<file path="config.mk">
export PLATFORM = sky130hd
export DESIGN_NAME = hzd_slot_check
export DESIGN_NICKNAME = d
export VERILOG_FILES = /design/src/rtl/hzd_pkg.sv /design/src/rtl/hzd_pattern_gen.sv /design/src/rtl/hzd_slot_check.sv
export SDC_FILE = /design/constraint.sdc
export NUM_CORES = 1
export LEC_CHECK = 0
export BUFFER_PORTS_ARGS = -buffer_cell sky130_fd_sc_hd__buf_2
export CELL_PAD_IN_SITES_DETAIL_PLACEMENT = 0
export CELL_PAD_IN_SITES_GLOBAL_PLACEMENT = 1
export CORE_AREA = 2 2 199 201
export DETAILED_ROUTE_END_ITERATION = 8
export DIE_AREA = 0 0 201 203
export GPL_TIMING_DRIVEN = 0
export PLACE_DENSITY_LB_ADDON = 0.08
export SYNTH_ARGS = -nofsm -noshare
export SYNTH_HDL_FRONTEND = slang
export SYNTH_SLANG_ARGS = --single-unit
</file>
<file path="constraint.sdc">
create_clock -name vclk -period 2.35
set_input_delay 0.1175 -clock vclk [all_inputs]
set_output_delay 0.1175 -clock vclk [all_outputs]
set_load 0.02 [all_outputs]
</file>
<file path="src/rtl/hzd_pkg.sv">
package hzd_pkg;

  localparam int NRES  = 12;
  localparam int CLS_W = 5;

  // resource bit positions inside one table slot
  localparam int RS_P0E1 = 0;
  localparam int RS_P0E2 = 1;
  localparam int RS_P1E1 = 2;
  localparam int RS_P1E2 = 3;
  localparam int RS_P0WB = 4;
  localparam int RS_P1WB = 5;
  localparam int RS_M1   = 6;
  localparam int RS_M2   = 7;
  localparam int RS_LS   = 8;
  localparam int RS_FP   = 9;
  localparam int RS_BRU  = 10;
  localparam int RS_BRI  = 11;

  typedef enum logic [CLS_W-1:0] {
    C_ALU    = 5'd0,
    C_ALU_SH = 5'd1,
    C_MOV_SH = 5'd2,
    C_LD     = 5'd3,
    C_LDM    = 5'd4,
    C_ST     = 5'd5,
    C_STM    = 5'd6,
    C_MUL16  = 5'd7,
    C_MUL32  = 5'd8,
    C_MAC16  = 5'd9,
    C_MAC32  = 5'd10,
    C_BR     = 5'd11,
    C_CALL   = 5'd12,
    C_FP1    = 5'd13,
    C_FP2    = 5'd14,
    C_FDIVS  = 5'd15,
    C_FDIVD  = 5'd16
  } cls_e;

  function automatic logic is_dp(input logic [CLS_W-1:0] c);
    return (c == C_ALU) || (c == C_ALU_SH) || (c == C_MOV_SH) || (c == C_STM);
  endfunction

endpackage

</file>
<file path="src/rtl/hzd_pattern_gen.sv">
module hzd_pattern_gen
  import hzd_pkg::*;
#(
  parameter int DEPTH     = 21,
  parameter int FDIVS_CYC = 10,
  parameter int FDIVD_CYC = 20
) (
  input  logic [CLS_W-1:0]            cls_i,
  input  logic                        alt_pipe_i,
  output logic [DEPTH-1:0][NRES-1:0]  pat_o
);

  logic [NRES-1:0] mc_set;
  int unsigned r_e1, r_e2, r_wb;

  always_comb begin
    mc_set = '0;
    mc_set[RS_M1]   = 1'b1;
    mc_set[RS_M2]   = 1'b1;
    mc_set[RS_P0E1] = 1'b1;
    mc_set[RS_P0E2] = 1'b1;
    mc_set[RS_P1E1] = 1'b1;
    mc_set[RS_P1E2] = 1'b1;
  end

  always_comb begin
    r_e1 = alt_pipe_i ? RS_P1E1 : RS_P0E1;
    r_e2 = alt_pipe_i ? RS_P1E2 : RS_P0E2;
    r_wb = alt_pipe_i ? RS_P1WB : RS_P0WB;
  end

  always_comb begin
    pat_o = '0;
    case (cls_e'(cls_i))
      C_ALU, C_MOV_SH: begin
        pat_o[0][r_e2] = 1'b1;
        pat_o[1][r_wb] = 1'b1;
      end
      C_ALU_SH: begin
        pat_o[0][r_e1] = 1'b1;
        pat_o[1][r_e2] = 1'b1;
        pat_o[2][r_wb] = 1'b1;
      end
      C_LD, C_ST: pat_o[0][RS_LS] = 1'b1;
      C_LDM: begin
        pat_o[0][RS_LS] = 1'b1;
        pat_o[1][RS_LS] = 1'b1;
      end
      C_STM: begin
        pat_o[0][RS_LS] = 1'b1;
        pat_o[0][r_e2]  = 1'b1;
        pat_o[1][RS_LS] = 1'b1;
        pat_o[1][r_wb]  = 1'b1;
      end
      C_MUL16: begin
        pat_o[0][RS_M1]   = 1'b1;
        pat_o[1][RS_M2]   = 1'b1;
        pat_o[2][RS_P0WB] = 1'b1;
      end
      C_MUL32: begin
        pat_o[0][RS_M1]   = 1'b1;
        pat_o[1][RS_M1]   = 1'b1;
        pat_o[2][RS_M2]   = 1'b1;
        pat_o[3][RS_P0WB] = 1'b1;
      end
      C_MAC16: begin
        pat_o[0]          = mc_set;
        pat_o[1][RS_M2]   = 1'b1;
        pat_o[2][RS_P0WB] = 1'b1;
      end
      C_MAC32: begin
        pat_o[0]          = mc_set;
        pat_o[1]          = mc_set;
        pat_o[2][RS_M2]   = 1'b1;
        pat_o[3][RS_P0WB] = 1'b1;
      end
      C_BR: pat_o[0][RS_BRU] = 1'b1;
      C_CALL: begin
        pat_o[0]         = mc_set;
        pat_o[0][RS_BRI] = 1'b1;
        pat_o[0][RS_LS]  = 1'b1;
        pat_o[0][RS_FP]  = 1'b1;
      end
      C_FP1: pat_o[0][RS_FP] = 1'b1;
      C_FP2: begin
        pat_o[0][RS_FP] = 1'b1;
        pat_o[1][RS_FP] = 1'b1;
      end
      C_FDIVS: for (int k = 0; k < DEPTH; k++) if (k < FDIVS_CYC) pat_o[k][RS_FP] = 1'b1;
      C_FDIVD: for (int k = 0; k < DEPTH; k++) if (k < FDIVD_CYC) pat_o[k][RS_FP] = 1'b1;
      default: pat_o = '0;
    endcase
  end

endmodule

</file>
<file path="src/rtl/hzd_slot_check.sv">
module hzd_slot_check
  import hzd_pkg::*;
#(
  parameter int DEPTH     = 21,
  parameter int FDIVS_CYC = 10,
  parameter int FDIVD_CYC = 20
) (
  input  logic [CLS_W-1:0]            cls_i,
  input  logic [DEPTH-1:0][NRES-1:0]  busy_i,
  output logic                        ok_o,
  output logic                        pipe_o,
  output logic [DEPTH-1:0][NRES-1:0]  pat_o
);

  logic [1:0][DEPTH-1:0][NRES-1:0] cand;
  logic [1:0]                      hit;

  function automatic logic collide(input logic [DEPTH-1:0][NRES-1:0] c,
                                   input logic [DEPTH-1:0][NRES-1:0] b);
    logic h;
    h = 1'b0;
    for (int k = 0; k < DEPTH; k++) begin
      h |= |(c[k] & b[k]);
      // load/store and floating point exclude each other
      h |= c[k][RS_LS] & b[k][RS_FP];
      h |= c[k][RS_FP] & b[k][RS_LS];
    end
    return h;
  endfunction

  for (genvar g = 0; g < 2; g++) begin : g_pipe
    hzd_pattern_gen #(
      .DEPTH    (DEPTH),
      .FDIVS_CYC(FDIVS_CYC),
      .FDIVD_CYC(FDIVD_CYC)
    ) u_gen (
      .cls_i     (cls_i),
      .alt_pipe_i(g == 1),
      .pat_o     (cand[g])
    );
    assign hit[g] = collide(cand[g], busy_i);
  end

  always_comb begin
    pipe_o = is_dp(cls_i) & hit[0] & ~hit[1];
    ok_o   = ~hit[0] | pipe_o;
    pat_o  = pipe_o ? cand[1] : cand[0];
  end

endmodule

</file>
==> results of run 1 <==
==> cell families (layout without fill, tap and decap cells) <==
family	after synthesis	count (layout)	share of synthesized area (%)
AO/OA/AOI/OAI	33	33	10.5
XOR/XNOR	1	1	0.334
multiplexers	2	2	0.763
other	1	211	0.143
buffers and inverters	246	362	69.9
AND/OR/NAND/NOR	73	73	18.3
==> worst max-delay path, cell delays in order <==
cell	delay [ps]
buf_12	110
buf_12	130
and3b_2	200
a22o_1	220
a222oi_1	380
nand4_1	250
and4bb_1	330
buf_6	140
and2_4	140
buf_6	110
==> metrics by stage <==
step	hold WS, ps	cells
finish	614	1200
global route	641	1199
global placement	632	1190
floorplan	429	565
CTS	617	1196
detailed placement	635	1190
==> Yosys cell counts, types with 2 or more instances <==
library cell / count
o21ai_0: 8
nor3b_1: 2
nor2_1: 12
nand2_1: 2
nand4_1: 4
nand3b_1: 3
and2b_1: 3
nand2b_1: 5
nand3_1: 2
buf_2: 2
buf_4: 234
a211o_1: 2
or2_1: 2
or2_2: 3
a221oi_1: 2
nor4_1: 8
mux2i_1: 2
a22oi_1: 2
nor3_1: 6
inv_1: 5
or3_1: 2
buf_6: 4
nor2b_1: 5
and2_1: 2
a21oi_1: 4
==> timing repair <==
| item | CTS | global route |
|---|---|---|
| setup endpoints to repair | 9 | 9 |
| cloned | 0 | 1 |
| setup buffers | 6 | 2 |
| resized for setup | 14 | 21 |
| hold endpoints to repair | 0 | 0 |
| hold buffers | 0 | 0 |
| pin swaps | 6 | 4 |
==> placed cells by master (no fill, tap or decap), drive strengths merged, types with 3 or more instances in the layout <==
cell	n
buf	355
conb	210
nor2	12
nor4	9
o21ai	8
nor3	7
nor2b	5
inv	5
nand2b	5
or2	5
nand4	4
a21oi	4
nand3b	4
nor4b	3
and2b	3
nand2	3
==> layout make-up <==
type	count	share of cell area (%)
Multi-Input combinational cell	319	34.1
Inverter	5	0.389
Antenna cell	1	0.0519
Timing Repair Buffer	116	13.9
Tap cell	518	13.4
Buffer	241	38.2
==> final timing paths <==
path,cells after the start,start,slack [ps],to
worst max-delay path,10,cls_i[3],110,pat_o[17]
worst min-delay path,3,cls_i[4],610,pat_o[18]
==> layer usage <==
| metal | vias up | wire length, um | global-route usage, % |
|---|---|---|---|
| met5 | - | 46 | 0 |
| met4 | 8 | 14 | 0 |
| met3 | 8 | 1990 | 3.27 |
| met2 | 224 | 4430 | 7.38 |
| met1 | 1058 | 5630 | 7.45 |
| li1 | 1391 | - | - |
==> results.json, run 1 <==
{
  "netlist_area_sq_um": 2620,
  "ys_warn_count": 0,
  "vias": 2689,
  "crit_path_end_kind": "output pin",
  "antenna_left": 0,
  "synth_top_area_share_pct": 67.0,
  "grt_pass1_vias": 2446,
  "place_ws_ps": -542,
  "fin_nets": 940,
  "worst_slack_ps": 105,
  "criticalPathCategory": "primary input to output pin",
  "post-route-min-period_ps": 2240,
  "max_cap_viol_count": 0,
  "drtIter0Drc": 64,
  "grt_overflow": 0,
  "dp_hpwl_mm": 11.1,
  "rsz0062_at_grt": "yes",
  "place_area_sq_um": 4600,
  "outcome": "completed",
  "chipWidth_um": 201,
  "fill_cells": 4555,
  "fin_util_pct": 12.5,
  "clkbuf_count": 0,
  "tightestPinTransition_ps": 867,
  "seq_cells": 0,
  "synth_top_area_cell": "buf_4",
  "die_h_um": 203,
  "drc_errors": 0,
  "grt_pass1_wl_mm": 16.5,
  "seqCellArea_sq_um": 0,
  "rows": 72,
  "antenna_found_initial": 4,
  "ys_top_cells_by_area": "buf_4 67%, nor4_1 1.9%, buf_6 1.7%",
  "crit_fanout": 8,
  "fin_tns_setup_ps": 0,
  "setup_viol": 0,
  "core-area_sq_um": 38500,
  "hold_viol": 0,
  "die-area_sq_um": 40800,
  "timing.fmax_mhz": 446,
  "ios": 511,
  "via_per_inst": 2.24,
  "drt-pass1-iter-count": 4,
  "drive_gt1_share_pct": 55.7,
  "crit_arrival_ps": 2130,
  "syn-instance-count": 356,
  "avgRoutedWirePerCell_um": 10.1,
  "slew_headroom_pct": 41.7,
  "initial_core_util_pct": 6.82,
  "place_congestion": 0.672,
  "cp-start-kind": "primary input",
  "ys_types": 55,
  "period_share_pct": 95.5,
  "grt_max_degree": 12,
  "wl_mm": 12.1,
  "avgSynthCellArea_sq_um": 7.37,
  "port-buffer-count": 107,
  "design_area_sq_um": 4820,
  "crit_required_ps": 2230,
  "maxSlewViolCount": 0,
  "ys_seq_area_share_pct": 0,
  "syn_to_final_growth_pct": 83.8,
  "hold_path_class": "primary input to output pin",
  "multi_input_area_sq_um": 1650,
  "grt_usage_pct": 5.37
}
==> run 2: changes to the inputs <==
--- a/config.mk
+++ b/config.mk
@@ -8,9 +8,9 @@
 export BUFFER_PORTS_ARGS = -buffer_cell sky130_fd_sc_hd__buf_2
 export CELL_PAD_IN_SITES_DETAIL_PLACEMENT = 0
 export CELL_PAD_IN_SITES_GLOBAL_PLACEMENT = 1
-export CORE_AREA = 2 2 199 201
+export CORE_AREA = 2 2 200 202
 export DETAILED_ROUTE_END_ITERATION = 8
-export DIE_AREA = 0 0 201 203
+export DIE_AREA = 0 0 202 204
 export GPL_TIMING_DRIVEN = 0
 export PLACE_DENSITY_LB_ADDON = 0.08
 export SYNTH_ARGS = -nofsm -noshare
==> constraint.sdc (replaced) <==
create_clock -name vclk -period 1.9
set_input_delay 0.095 -clock vclk [all_inputs]
set_output_delay 0.095 -clock vclk [all_outputs]
set_load 0.02 [all_outputs]
==> results.json, run 2 (synthesized netlist as in run 1, its figures left out) <==
{
  "core-area_sq_um": 39200,
  "ir_drop_mv": 0.0589,
  "dp_hpwl_mm": 11.2,
  "seqCellArea_sq_um": 0,
  "crit_slowest_cell": "a222oi_1",
  "fin_util_pct": 13.5,
  "hold_viol": 0,
  "initial_core_util_pct": 6.70,
  "design_area_sq_um": 5290,
  "die-area_sq_um": 41200,
  "maxSlewViolCount": 0,
  "post-route-min-period_ps": 2180,
  "ios": 511,
  "die_h_um": 204,
  "drc_errors": 0,
  "hp-start": "cls_i[0]",
  "rsz0062_at_grt": "yes",
  "drtIter0Drc": 59,
  "avgRoutedWirePerCell_um": 10.3,
  "crit_arrival_ps": 2090,
  "max_cap_viol_count": 0,
  "syn_to_final_growth_pct": 102,
  "grt_pass1_wl_mm": 16.8,
  "antenna_found_initial": 2,
  "hold_path_class": "primary input to output pin",
  "crit_required_ps": 1800,
  "place_congestion": 0.654,
  "outcome": "finished, violations left",
  "crit_path_end_kind": "output pin",
  "timing.fmax_mhz": 459,
  "worst_slack_ps": -281,
  "chipWidth_um": 202,
  "power.density_nw_per_um2": 235,
  "place_inst": 1197,
  "violations": "setup timing",
  "vias": 2756,
  "hold-path-cell-count": 4,
  "port-buffer-count": 107,
  "place_area_sq_um": 4630,
  "cp_top_family": "simple AND/OR/NAND/NOR gates",
  "hold_slack_ps": 591,
  "via_per_inst": 2.25,
  "final_cell_count_no_fill": 1223,
  "cp-start-kind": "primary input",
  "crit_chain": "buf_8 -> buf_8 -> and3b_2 -> a22o_1 -> a222oi_1 -> nand4_1 -> and4bb_1 -> buf_6 -> and2_4 -> buf_6",
  "tightestPinTransition_ps": 657,
  "grt_usage_pct": 5.42,
  "drt-pass1-iter-count": 4,
  "critPathBufInv": 4,
  "fin_tns_setup_ps": -1920,
  "antenna_left": 0,
  "fin_nets": 956,
  "drive_gt1_share_pct": 59.0,
  "grt_overflow": 0,
  "worstHoldEndpoint": "pat_o[10]",
  "fill_cells": 4575,
  "crit_path_max_incr_delay_ps": 330,
  "wl_mm": 12.7,
  "grt_max_degree": 13,
  "layout_commonest_cell": "buf_4",
  "seq_cells": 0,
  "period_share_pct": 115,
  "leakagePower_nw": 3.04,
  "rows": 73,
  "clkbuf_count": 0,
  "crit_fanout": 8,
  "slew_headroom_pct": 55.8,
  "cts_hold_repair.buffers": 0,
  "setup_viol": 9,
  "criticalPathCategory": "primary input to output pin",
  "grt_pass1_vias": 2489,
  "most-common-layout-cells": "250 x buf_4, 210 x conb_1, 92 x buf_2"
}
==> run 2: changes by cell type in the layout (fill, tap and decap cells not counted), moves of 3 or more <==
cell	change
nor4_4	+3
nor4_1	-3
buf_8	+3
buf_4	+10
buf_2	-11
nand2b_4	+3
buf_12	+4
buf_6	+6
==> run 2: worst min-delay path, cell delays in order <==
cell and delay [ps]:
buf_12 130, nand2_8 70, nor3_1 40, buf_2 150
==> run 2: worst max path at each step <==
stage / from / endpoint / depth (start not counted)
after floorplan: cls_i[4] / pat_o[17] / 8
after global placement: busy_i[33] / pat_o[17] / 9
after detailed placement: busy_i[33] / pat_o[17] / 9
after CTS: cls_i[3] / pat_o[17] / 10
after global routing: busy_i[68] / pat_o[3] / 9
final: cls_i[3] / pat_o[17] / 10
==> run 2: repair_timing <==
item / 4_1_cts / 5_1_grt
gates resized for setup: 56 / 41
gates cloned: 2 / 3
setup buffers: 13 / 7
pin swaps: 11 / 7
setup endpoints to repair: 12 / 12
==> run 2: layout make-up <==
| cell class | count | area (sq um) | share of cell area, % |
|---|---|---|---|
| diodes | 1 | 2.50 | 0.0473 |
| plain buffers | 241 | 1900 | 35.8 |
| inverters | 5 | 18.8 | 0.355 |
| multi-input cells | 319 | 1780 | 33.7 |
| well taps | 525 | 657 | 12.4 |
| repair buffers | 132 | 938 | 17.7 |
==> run 2: where the power goes <==
part | switching, mW | leakage [nW] | internal (mW)
logic | 0.691 | 3.04 | 0.551
registers | 0 | 0 | 0
clock network | 0 | 0.00000634 | 0.0000000704
total | 0.691 | 3.04 | 0.551
==> run 2: routing by layer <==
layer	wire (um)	vias to the layer above	share of wire, %	global-route usage [%]
met3	2180	2	17	3.59
met4	2	2	0.016	0
li1	-	1426	-	-
met1	5370	1105	42	6.75
met2	5080	221	40	8.24
met5	13	-	0.10	0
==> run 2: through the flow <==
step / worst slack (ps) / total power, mW
after floorplan: -15.9 / 0.891
after global placement: -884 / 1.07
after detailed placement: -829 / 1.06
after CTS: -278 / 1.16
after global routing: -421 / 1.34
final: -281 / 1.24
(Power assumes the default switching activity.)
==> run 3: changes to the inputs <==
==> constraint.sdc (replaced) <==
create_clock -name vclk -period 1.9
set_input_delay 0.285 -clock vclk [all_inputs]
set_output_delay 0.285 -clock vclk [all_outputs]
set_load 0.02 [all_outputs]
==> results.json, run 3 (synthesized netlist as in run 1, its figures left out) <==
{
  "worstHoldEndpoint": "pat_o[12]",
  "clkbuf_count": 0,
  "use_met3_pct": 3.43,
  "max_cap_viol_count": 0,
  "hold_path_class": "primary input to output pin",
  "final_cell_count_no_fill": 1220,
  "grt_usage_pct": 5.53,
  "gr-usage-met2_pct": 8.46,
  "met1_usage_pct": 6.98,
  "most-common-layout-cells": "252 x buf_4, 210 x conb_1, 93 x buf_2",
  "place_area_sq_um": 4760,
  "port-buffer-count": 107,
  "crit_arrival_ps": 2300,
  "criticalPathCategory": "primary input to output pin",
  "slew_headroom_pct": 56.8,
  "antenna_found_initial": 1,
  "design_area_sq_um": 5140,
  "grt_pass1_vias": 2534,
  "crit_required_ps": 1620,
  "grt_pass1_wl_mm": 17.1,
  "die-area_sq_um": 41200,
  "avgRoutedWirePerCell_um": 10.5,
  "via_per_inst": 2.27,
  "crit_slowest_cell": "a222oi_1",
  "rsz0062_at_grt": "yes",
  "crit_chain": "buf_8 -> buf_12 -> and3b_2 -> a22o_4 -> a222oi_1 -> nand4_1 -> and4bb_1 -> buf_6 -> buf_12 -> nor2b_4 -> buf_6",
  "hold_viol": 0,
  "fin_nets": 954,
  "tightestPinTransition_ps": 643,
  "maxSlewViolCount": 0,
  "hp-start": "cls_i[4]",
  "drive_gt1_share_pct": 58.6,
  "cp_top_family": "simple AND/OR/NAND/NOR gates",
  "critPathBufInv": 5,
  "violations": "setup timing",
  "drtIter0Drc": 43,
  "crit_fanout": 8,
  "grt_max_degree": 13,
  "core-area_sq_um": 39200,
  "chipWidth_um": 202,
  "crit_path_max_incr_delay_ps": 340,
  "seqCellArea_sq_um": 0,
  "place_congestion": 0.659,
  "die_h_um": 204,
  "busiest_layer": "met2",
  "initial_core_util_pct": 6.70,
  "ir_drop_mv": 0.0631,
  "period_share_pct": 136,
  "post-route-min-period_ps": 2590,
  "seq_cells": 0,
  "leakagePower_nw": 2.96,
  "fin_tns_setup_ps": -6910,
  "rows": 73,
  "grt_overflow": 0,
  "total_power_mw": 1.20,
  "cts_hold_repair.buffers": 0,
  "power.density_nw_per_um2": 233,
  "drt-pass1-iter-count": 4,
  "wl_mm": 12.8,
  "hold_slack_ps": 918,
  "hold-path-cell-count": 3,
  "timing.fmax_mhz": 387,
  "vias": 2768,
  "dp_hpwl_mm": 11.6,
  "ios": 511,
  "fin_util_pct": 13.1,
  "place_inst": 1197,
  "cp-start-kind": "primary input",
  "outcome": "finished, violations left",
  "setup_viol": 12,
  "syn_to_final_growth_pct": 96.0,
  "place_ws_ps": -1090,
  "n_antenna_cell": 0,
  "layout_commonest_cell": "buf_4",
  "antenna_left": 0,
  "worst_slack_ps": -687,
  "drc_errors": 0,
  "crit_path_end_kind": "output pin"
}
==> run 3: changes by cell type in the layout (fill, tap and decap cells not counted), moves of 3 or more <==
cell and change:
buf_12 -3, nand2b_4 -3, buf_6 -3, buf_8 +3
==> run 3: how the worst max path moves through the flow <==
stage | slack, ps | start | to | cells past startpoint
CTS | -750 | cls_i[3] | pat_o[17] | 10
global route | -780 | cls_i[3] | pat_o[17] | 10
global placement | -1070 | busy_i[33] | pat_o[17] | 9
finish | -690 | cls_i[3] | pat_o[16] | 11
detailed placement | -1090 | busy_i[33] | pat_o[17] | 9
floorplan | -290 | cls_i[3] | pat_o[17] | 8
==> run 3: what timing repair did <==
action                     in CTS  in global routing
setup buffers                  13                  9
cloned                          0                  1
setup endpoints to repair      14                 14
pin swaps                      12                 11
resized for setup              40                 14
==> run 3: power breakdown <==
group	switching [mW]	internal (mW)
Clock	0	0
Sequential	0	0
Combinational	0.683	0.518
==> run 3: tightest hold or removal path, stage by stage <==
cell	delay [ps]
buf_12	110
nor4b_4	70
buf_2	160
==> run 3: final cells by class <==
| type | instances | area, sq um |
|---|---|---|
| Multi-Input combinational cell | 319 | 1760 |
| Inverter | 5 | 18.8 |
| Fill cell | 4581 | 34000 |
| Timing Repair Buffer | 130 | 832 |
| Tap cell | 525 | 657 |
| Buffer | 241 | 1880 |
==> run 3: routing by layer <==
metal | up-vias | wire length (um)
li1 | 1415 | -
met4 | 2 | 0
met1 | 1127 | 5390
met2 | 222 | 5240
met3 | 2 | 2140
met5 | - | 13
